<file path="src/rtl/serlink_rx_pkg.sv">
package serlink_rx_pkg;

  // first frame bit of data slot k (k counted from zero)
  function automatic int slot_base(input int tag_w, input int slot_w, input int k);
    return tag_w + k * slot_w;
  endfunction

  // total bits in one frame
  function automatic int frame_bits(input int tag_w, input int slot_w, input int nslot);
    return tag_w + nslot * slot_w;
  endfunction

  // position in the tag word of the flag for slot k (k counted from zero)
  function automatic int flag_pos(input int tag_w, input int k);
    return tag_w - 2 - k;
  endfunction

  function automatic int max2(input int a, input int b);
    return (a > b) ? a : b;
  endfunction

endpackage

</file>
<file path="src/rtl/serlink_bit_counter.sv">
module serlink_bit_counter
  import serlink_rx_pkg::*;
#(
  parameter int FRAME_LEN = 256,
  parameter int IDX_W     = $clog2(FRAME_LEN)
) (
  input  logic             bit_clk,
  input  logic             rst_n,
  input  logic             sync,
  output logic             sample_en,
  output logic             frame_start,
  output logic             last_bit,
  output logic [IDX_W-1:0] cur_idx
);

  localparam logic [IDX_W-1:0] LAST_IDX = IDX_W'(FRAME_LEN - 1);

  logic             sync_q;
  logic             active;
  logic [IDX_W-1:0] cnt;

  assign frame_start = sync & ~sync_q;
  assign sample_en   = frame_start | active;
  assign cur_idx     = frame_start ? '0 : cnt;
  assign last_bit    = sample_en && (cur_idx == LAST_IDX);

  always_ff @(negedge bit_clk or negedge rst_n) begin
    if (!rst_n) begin
      sync_q <= 1'b0;
      active <= 1'b0;
      cnt    <= '0;
    end else begin
      sync_q <= sync;
      if (last_bit) begin
        active <= 1'b0;
        cnt    <= '0;
      end else if (frame_start) begin
        active <= 1'b1;
        cnt    <= IDX_W'(1);
      end else if (active) begin
        cnt <= cnt + 1'b1;
      end
    end
  end


  restart_on_rise_chk: assert property (@(negedge bit_clk) disable iff (!rst_n)
    (frame_start && !last_bit) |=> (active && cnt == IDX_W'(1)));


  step_by_one_chk: assert property (@(negedge bit_clk) disable iff (!rst_n)
    (active && !frame_start && cnt != LAST_IDX) |=> (cnt == $past(cnt) + 1'b1));


  idle_after_last_chk: assert property (@(negedge bit_clk) disable iff (!rst_n)
    last_bit |=> !active);

endmodule

</file>
<file path="src/rtl/serlink_slot_locator.sv">
module serlink_slot_locator
  import serlink_rx_pkg::*;
#(
  parameter int TAG_W      = 16,
  parameter int SLOT_W     = 20,
  parameter int NSLOT      = 12,
  parameter int IDX_W      = 8,
  parameter int SLOT_IDX_W = 4,
  parameter int POS_W      = 5
) (
  input  logic [IDX_W-1:0]      idx,
  output logic                  in_tag,
  output logic [SLOT_IDX_W-1:0] slot,
  output logic [POS_W-1:0]      pos
);

  always_comb begin
    in_tag = (int'(idx) < TAG_W);
    slot   = '0;
    pos    = POS_W'(idx);
    for (int k = 0; k < NSLOT; k++) begin
      if (int'(idx) >= slot_base(TAG_W, SLOT_W, k) &&
          int'(idx) <  slot_base(TAG_W, SLOT_W, k) + SLOT_W) begin
        slot = SLOT_IDX_W'(k);
        pos  = POS_W'(int'(idx) - slot_base(TAG_W, SLOT_W, k));
      end
    end
  end

endmodule

</file>
<file path="src/rtl/serlink_capture.sv">
module serlink_capture #(
  parameter int TAG_W      = 16,
  parameter int NSLOT      = 12,
  parameter int KEEP_W     = 16,
  parameter int SLOT_IDX_W = 4,
  parameter int POS_W      = 5
) (
  input  logic                             bit_clk,
  input  logic                             rst_n,
  input  logic                             sample_en,
  input  logic                             sdata_in,
  input  logic                             in_tag,
  input  logic [SLOT_IDX_W-1:0]            slot,
  input  logic [POS_W-1:0]                 pos,
  output logic [TAG_W-1:0]                 tag_sr,
  output logic [NSLOT-1:0][KEEP_W-1:0]     data_sr
);

  logic             tag_en;
  logic [NSLOT-1:0] keep_en;

  assign tag_en = sample_en & in_tag;

  always_ff @(negedge bit_clk or negedge rst_n) begin
    if (!rst_n) tag_sr <= '0;
    else if (tag_en) tag_sr <= {tag_sr[TAG_W-2:0], sdata_in};
  end

  for (genvar k = 0; k < NSLOT; k++) begin : g_slot
    assign keep_en[k] = sample_en && !in_tag &&
                        (slot == SLOT_IDX_W'(k)) && (int'(pos) < KEEP_W);

    always_ff @(negedge bit_clk or negedge rst_n) begin
      if (!rst_n) data_sr[k] <= '0;
      else if (keep_en[k]) data_sr[k] <= {data_sr[k][KEEP_W-2:0], sdata_in};
    end
  end


  one_slot_shifts_chk: assert property (@(negedge bit_clk) disable iff (!rst_n)
    $onehot0(keep_en));


  tag_or_slot_chk: assert property (@(negedge bit_clk) disable iff (!rst_n)
    tag_en |-> (keep_en == '0));

endmodule

</file>
<file path="src/rtl/serlink_publish.sv">
module serlink_publish
  import serlink_rx_pkg::*;
#(
  parameter int TAG_W  = 16,
  parameter int NSLOT  = 12,
  parameter int KEEP_W = 16
) (
  input  logic                         bit_clk,
  input  logic                         rst_n,
  input  logic                         last_bit,
  input  logic [TAG_W-1:0]             tag_sr,
  input  logic [NSLOT-1:0][KEEP_W-1:0] data_sr,
  output logic                         frame_valid,
  output logic [NSLOT-1:0]             slot_valid,
  output logic [NSLOT-1:0][KEEP_W-1:0] slot_data,
  output logic                         frame_done
);

  localparam int SPARE_W = TAG_W - 1 - NSLOT;

  logic [NSLOT-1:0] flags;

  for (genvar k = 0; k < NSLOT; k++) begin : g_flag
    assign flags[k] = tag_sr[flag_pos(TAG_W, k)];
  end

  if (SPARE_W > 0) begin : g_spare
    logic unused_spare;
    assign unused_spare = ^tag_sr[SPARE_W-1:0];
  end

  always_ff @(negedge bit_clk or negedge rst_n) begin
    if (!rst_n) begin
      frame_valid <= 1'b0;
      slot_valid  <= '0;
      frame_done  <= 1'b0;
    end else begin
      frame_done <= last_bit;
      if (last_bit) begin
        frame_valid <= tag_sr[TAG_W-1];
        slot_valid  <= flags;
      end
    end
  end

  for (genvar k = 0; k < NSLOT; k++) begin : g_word
    always_ff @(negedge bit_clk or negedge rst_n) begin
      if (!rst_n) slot_data[k] <= '0;
      else if (last_bit) slot_data[k] <= flags[k] ? data_sr[k] : '0;
    end


    cleared_slot_zero_chk: assert property (@(negedge bit_clk) disable iff (!rst_n)
      !slot_valid[k] |-> (slot_data[k] == '0));
  end


  single_pulse_chk: assert property (@(negedge bit_clk) disable iff (!rst_n)
    frame_done |=> !frame_done);


  hold_flags_chk: assert property (@(negedge bit_clk) disable iff (!rst_n)
    !frame_done |-> ($stable(slot_valid) && $stable(frame_valid)));


  hold_data_chk: assert property (@(negedge bit_clk) disable iff (!rst_n)
    !frame_done |-> $stable(slot_data));

endmodule

</file>
<file path="src/rtl/serlink_frame_rx.sv">
module serlink_frame_rx
  import serlink_rx_pkg::*;
#(
  parameter int TAG_W  = 16,
  parameter int SLOT_W = 20,
  parameter int NSLOT  = 12,
  parameter int KEEP_W = 16
) (
  input  logic                    bit_clk,
  input  logic                    rst_n,
  input  logic                    sync,
  input  logic                    sdata_in,
  output logic                    frame_valid,
  output logic [NSLOT-1:0]        slot_valid,
  output logic [NSLOT*KEEP_W-1:0] slot_data,
  output logic                    frame_done
);

  localparam int FRAME_LEN  = frame_bits(TAG_W, SLOT_W, NSLOT);
  localparam int IDX_W      = $clog2(FRAME_LEN);
  localparam int SLOT_IDX_W = (NSLOT > 1) ? $clog2(NSLOT) : 1;
  localparam int POS_W      = $clog2(max2(TAG_W, SLOT_W));

  logic                         sample_en;
  logic                         frame_start;
  logic                         last_bit;
  logic [IDX_W-1:0]             cur_idx;
  logic                         in_tag;
  logic [SLOT_IDX_W-1:0]        slot;
  logic [POS_W-1:0]             pos;
  logic [TAG_W-1:0]             tag_sr;
  logic [NSLOT-1:0][KEEP_W-1:0] data_sr;
  logic [NSLOT-1:0][KEEP_W-1:0] words;

  serlink_bit_counter #(.FRAME_LEN(FRAME_LEN), .IDX_W(IDX_W)) i_counter (
    .bit_clk     (bit_clk),
    .rst_n       (rst_n),
    .sync        (sync),
    .sample_en   (sample_en),
    .frame_start (frame_start),
    .last_bit    (last_bit),
    .cur_idx     (cur_idx)
  );

  serlink_slot_locator #(
    .TAG_W(TAG_W), .SLOT_W(SLOT_W), .NSLOT(NSLOT),
    .IDX_W(IDX_W), .SLOT_IDX_W(SLOT_IDX_W), .POS_W(POS_W)
  ) i_locator (
    .idx    (cur_idx),
    .in_tag (in_tag),
    .slot   (slot),
    .pos    (pos)
  );

  serlink_capture #(
    .TAG_W(TAG_W), .NSLOT(NSLOT), .KEEP_W(KEEP_W),
    .SLOT_IDX_W(SLOT_IDX_W), .POS_W(POS_W)
  ) i_capture (
    .bit_clk   (bit_clk),
    .rst_n     (rst_n),
    .sample_en (sample_en),
    .sdata_in  (sdata_in),
    .in_tag    (in_tag),
    .slot      (slot),
    .pos       (pos),
    .tag_sr    (tag_sr),
    .data_sr   (data_sr)
  );

  serlink_publish #(.TAG_W(TAG_W), .NSLOT(NSLOT), .KEEP_W(KEEP_W)) i_publish (
    .bit_clk     (bit_clk),
    .rst_n       (rst_n),
    .last_bit    (last_bit),
    .tag_sr      (tag_sr),
    .data_sr     (data_sr),
    .frame_valid (frame_valid),
    .slot_valid  (slot_valid),
    .slot_data   (words),
    .frame_done  (frame_done)
  );

  assign slot_data = words;


  done_after_last_chk: assert property (@(negedge bit_clk) disable iff (!rst_n)
    frame_done |-> $past(last_bit));


  start_is_bit_zero_chk: assert property (@(negedge bit_clk) disable iff (!rst_n)
    frame_start |-> (in_tag && sample_en));

endmodule

</file>
<file path="config.mk">
export PLATFORM = sky130hd
export DESIGN_NAME = serlink_frame_rx
export DESIGN_NICKNAME = d
export VERILOG_FILES = /design/src/rtl/serlink_rx_pkg.sv /design/src/rtl/serlink_bit_counter.sv /design/src/rtl/serlink_slot_locator.sv /design/src/rtl/serlink_capture.sv /design/src/rtl/serlink_publish.sv /design/src/rtl/serlink_frame_rx.sv
export SDC_FILE = /design/constraint.sdc
export NUM_CORES = 1
export LEC_CHECK = 0
export BUFFER_PORTS_ARGS = -buffer_cell sky130_fd_sc_hd__buf_2
export CORE_MARGIN = 4
export CORE_UTILIZATION = 47
export CTS_CLUSTER_SIZE = 24
export DETAILED_ROUTE_END_ITERATION = 6
export PLACE_DENSITY = 0.78
export SYNTH_ARGS = -nofsm -noshare
export SYNTH_HDL_FRONTEND = slang
export SYNTH_SLANG_ARGS = --single-unit
export TNS_END_PERCENT = 5
</file>
<file path="constraint.sdc">
create_clock -name bit_clk -period 4.2 [get_ports bit_clk]
set_clock_uncertainty 0.15 [all_clocks]
set_input_delay 0.84 -clock bit_clk [delete_from_list [all_inputs] [get_ports bit_clk]]
set_output_delay 0.84 -clock bit_clk [all_outputs]
set_load 0.01 [all_outputs]
</file>
* Yosys cells after proc, flatten, opt, wreduce, memory -nomap -nowiden
Cells that the tools add are included.
Storage, ports and cells: bits in latches 0, flip-flop bits (word level) 424, word-level logic and storage cells 167, memory bits (writable) 0, memory bits (read-only) 0, bits of input ports 4, output and inout bits 206, memories kept 0
Operators by class: mux-type cells 41, bitwise gates (word level) 4, equality and inequality tests 12, $lt $le $gt $ge 25, $add $sub $neg 13, multiply operators 0, divide/modulo/power cells 0, reduce and logical (&&, ||, !) cells 41, shift operators 0
Operators with widths (number):
- two-way mux 16 bit | 12
- two-way mux 5 bit | 12
- >= comparator 8 bit, second input constant | 6
- < comparator 8 bit, second input constant | 6
- logical AND 1 bit | 37
- two-way mux 8 bit | 4
- subtractor 5 bit, second input constant | 6
- >= comparator 8 x 7 -> 1 bit, second input constant | 3
- < comparator 8 x 7 -> 1 bit, second input constant | 3
- == test 4 x 3 -> 1 bit, second input constant | 4
- == test 4 bit, second input constant | 4
- >= comparator 8 x 6 -> 1 bit, second input constant | 2
- < comparator 8 x 6 -> 1 bit, second input constant | 2
- two-way mux 4 bit | 4
- subtractor 5 x 4 -> 5 bit, second input constant | 3
- two-way mux 3 bit | 4
- subtractor 5 x 3 -> 5 bit, second input constant | 2
- adder 8 x 1 -> 8 bit, second input constant | 1
- == test 4 x 2 -> 1 bit, second input constant | 2
- == test 8 bit, second input constant | 1
- >= comparator 8 x 5 -> 1 bit, second input constant | 1
- < comparator 8 x 5 -> 1 bit, second input constant | 1
- < comparator 5 bit, second input constant | 1
- subtractor 5 x 1 -> 5 bit, second input constant | 1
- other kinds (10) | 14

* Longest topological paths before layout
depth after elaboration 19, gate-level depth with buffers 16, gate-level depth less buffers 11

* Modules after synthesis
From an unflattened synthesis, not the netlist that was laid out.
Second synthesis, totals: cells, all modules 1498, area total of the unflattened synthesis 17720.7 µm²
By module, submodules not included:
- serlink_publish | cells an instance 863, seq. area each 5154.9 µm², area an instance 8488.1 µm², instances 1
- serlink_capture | cells an instance 451, seq. area each 5205.0 µm², area an instance 7866.3 µm², instances 1
- serlink_slot_locator | cells an instance 124, seq. area each 0.0 µm², area an instance 784.5 µm², instances 1
- serlink_bit_counter | cells an instance 60, seq. area each 250.2 µm², area an instance 581.8 µm², instances 1

==> results.sh <==
export IMPL_synth_edf_count=0
export IMPL_worstPathCellList="buf_8 > nand2b_4 > nand2_4 > inv_4 > ha_4 > or4b_4 > and2_4 > or3_4 > a21oi_4 > a31oi_4 > buf_12 > nor4_4 > buf_4 > clkbuf_16 > mux2_4"
export IMPL_path_delay_family="simple AND/OR/NAND/NOR gates"
export IMPL_criticalPathCategory="in2reg"
export IMPL_setup_ws_ns=-1.19
export IMPL_nFillCells=2878
export IMPL_power_total_mw=9.06
export IMPL_fin_cells=2267
export IMPL_min_path_cells=2
export IMPL_rsz0062_at_grt="true"
export IMPL_tns_ns=-254.25
export IMPL_yosysUniqueCellTypes=69
export IMPL_min_from="i_publish.slot_data[154]"
export IMPL_ctsHtreeMaxLevel=2
export IMPL_maxCapViolations=0
export IMPL_r2r_start="i_counter.cnt[2]"
export IMPL_worst_slew_pin_slew_ns=0.770
export IMPL_rows=70
export IMPL_grt_ovfl_total=0
export IMPL_hold_path_class="reg2reg"
export IMPL_ff2ff_path_depth=10
export IMPL_start_util_pct=47.6
export IMPL_arrival_ns=3.53
export IMPL_vdd_drop_max_mv=0.265
export IMPL_drive_gt1_share_pct=34.9
export IMPL_cpPeakStageDelay_ns=0.45
export IMPL_die_x_um=200
export IMPL_gp_congestion=0.902
export IMPL_ys_warnings_count=0
export IMPL_crit_required_ns=2.34
export IMPL_final_common_cell="nand2_1"
export IMPL_violations="setup timing"
export IMPL_critPathLaunch="sync"
export IMPL_syn_area_um2=17400
export IMPL_synthFlopType="dfrtn_1"
export IMPL_grt_pass1_wl_mm=66.2
export IMPL_viasPerCell=5.33
export IMPL_path_buf_inv=5
export IMPL_io_pins=210
export IMPL_drc=0
export IMPL_power_per_cell_area_nw_per_um2=416
export IMPL_fin_nets=1775
export IMPL_dp_worst_setup_slack_ns=-1.79
export IMPL_postSynthCellCount=1521
export IMPL_worstSkewPairLatency_ns=0.54
export IMPL_cp_depth=15
export IMPL_firstDrtPassIters=5
export IMPL_drt_iter0_drc=640
export IMPL_coreArea_um2=36500
export IMPL_dr_total_vias=12100
export IMPL_setup_viol=448
export IMPL_routed_wl_mm=40.9
export IMPL_clockBufferDepth=3
export IMPL_seq_area_frac_synth_pct=61.0
export IMPL_power_leakage_nw=11.8
export IMPL_cts_tree="done"
export IMPL_clkSlewWorstSetupHoldPaths_ns=0.05
export IMPL_slew_violations=0
export IMPL_syn2layout_area_growth_pct=25.2
export IMPL_dpl_hpwl_mm=26.5
export IMPL_cts_hold_buf=0
export IMPL_grt_util_all_layers_pct=19.7
export IMPL_synth_seq_cells=424
export IMPL_synth_nets=1529
export IMPL_status="finished, violations left"
export IMPL_cp_start_kind="primary input"
export IMPL_worstPathMaxFanout=8
export IMPL_hold_viol=0
export IMPL_endpoint_kind="flip-flop"
export IMPL_layout_common_cells="440 x nand2_1, 424 x dfrtn_1, 201 x nand3_1, 176 x buf_2, 115 x mux2_4"
export IMPL_async_flop_share_pct=100
export IMPL_grt_max_degree=121
export IMPL_routedWlPerCell_um=18.0
export IMPL_cp_slowest_cell="or4b_4"
export IMPL_drtAntennaViolNets=0
export IMPL_port_buffers=209
export IMPL_clock_sinks=424
export IMPL_relSlewSlack_pct=48.6
export IMPL_syn_avg_cell_area_um2=11.4
export IMPL_die_area_um2=40100
export IMPL_dp_cells=2174
export IMPL_numCtsBuffers=43
export IMPL_grt_pass1_vias=12500
export IMPL_root_buffer="clkbuf_16"
export IMPL_die_y_um=200
export IMPL_antenna_found_initial=0
export IMPL_antennaDiodeCount=0
-- synth_stat cells (3+ instances only) --
library cell / instances / area (um^2)
mux2_2: 164 / 1850
buf_4: 4 / 30.0
inv_1: 7 / 26.3
nor3_2: 3 / 30.0
ha_1: 4 / 50.1
nor3_1: 4 / 20.0
or4_1: 3 / 22.5
a21oi_1: 13 / 65.1
nor2_1: 24 / 90.1
o21ai_0: 9 / 45.0
or3_1: 4 / 25.0
nor4_4: 5 / 106
buf_2: 15 / 75.1
mux2_1: 4 / 45.0
dfrtn_1: 424 / 10600
and3_1: 3 / 18.8
nand4_1: 3 / 18.8
buf_1: 12 / 45.0
clkbuf_1: 62 / 233
nor2b_1: 3 / 18.8
nand2_1: 442 / 1660
buf_6: 11 / 124
mux2_4: 40 / 601
nand3_1: 201 / 1010
-- flip-flops by register name, indices dropped and copies added, names as in the netlist --
name	count
i_capture.tag_sr	16
i_publish.slot_valid	12
i_publish.slot_data	192
i_counter.cnt	8
i_counter.sync_q	1
i_publish.frame_done	1
i_publish.frame_valid	1
i_capture.data_sr	192
i_counter.active	1
-- final timing paths --
kind | to | slack, ns
min in group asynchronous | i_publish.slot_data[150] | 1.98
setup reg to reg | i_capture.data_sr[64] | 0.72
hold reg to reg | i_publish.slot_data[154] | 0.26
hold / removal | i_publish.slot_data[154] | 0.26
setup / recovery | i_capture.data_sr[20] | -1.19
max in group asynchronous | i_capture.data_sr[174] | 1.22
-- where the power goes --
group          internal [mW]  leakage, nW  switching (mW)
clock                   2.34        0.729            1.59
sequential              4.21         5.87           0.378
combinational          0.252         5.21           0.283
total                   6.81         11.8            2.25
-- kinds of logic after synthesis --
kind of cell	synth area share, %
xor+xnor	0.151
fa+ha+maj	0.288
compound gates	2.48
buf+inv	3.18
mux	14.5
simple gates	18.4
flops	61.0
-- stage by stage --
stage / utilization [%] / hold WS, ns / instance area, um^2
final: 59.6 / 0.255 / 21800
after global routing: 59.6 / 0.278 / 21800
after CTS: 58.8 / 0.261 / 21500
after detailed placement: 53.5 / 0.261 / 19600
after global placement: 53.5 / 0.256 / 19600
after floorplan: - / 0.244 / 17500
-- worst register-to-register path: stages (launching register included) --
cell	delay [ns]
dfrtn_1	0.73
nand2_1	0.32
nor3_1	0.40
nor3_4	0.13
a221oi_4	0.39
o221ai_4	0.15
buf_4	0.20
nor4_4	0.19
buf_4	0.18
clkbuf_16	0.16
mux2_2	0.33
-- timing repair --
action,in CTS,in global routing
resized for setup,75,64
pin swaps,13,6
cloned,2,1
setup buffers,10,5
setup endpoints to repair,504,596
-- metal layers --
metal / up-vias / global-route usage, % / part of all wire, %
li1: 5594 / - / -
met1: 6116 / 26.3 / 43
met2: 309 / 33.2 / 49
met3: 68 / 4.21 / 5.5
met4: 0 / 5.31 / 2.2
met5: - / 0 / 0
-- layout make-up --
type	count	area [um^2]	share of cell area, %
clock buffers	61	1250	5.77
well taps	468	586	2.69
flip-flops and latches	424	10600	48.7
clock inverters	16	216	0.995
repair buffers	306	2420	11.1
inverters	7	36.3	0.167
multi-input cells	985	6640	30.5
No activity file was read; power rests on OpenSTA's default activity.
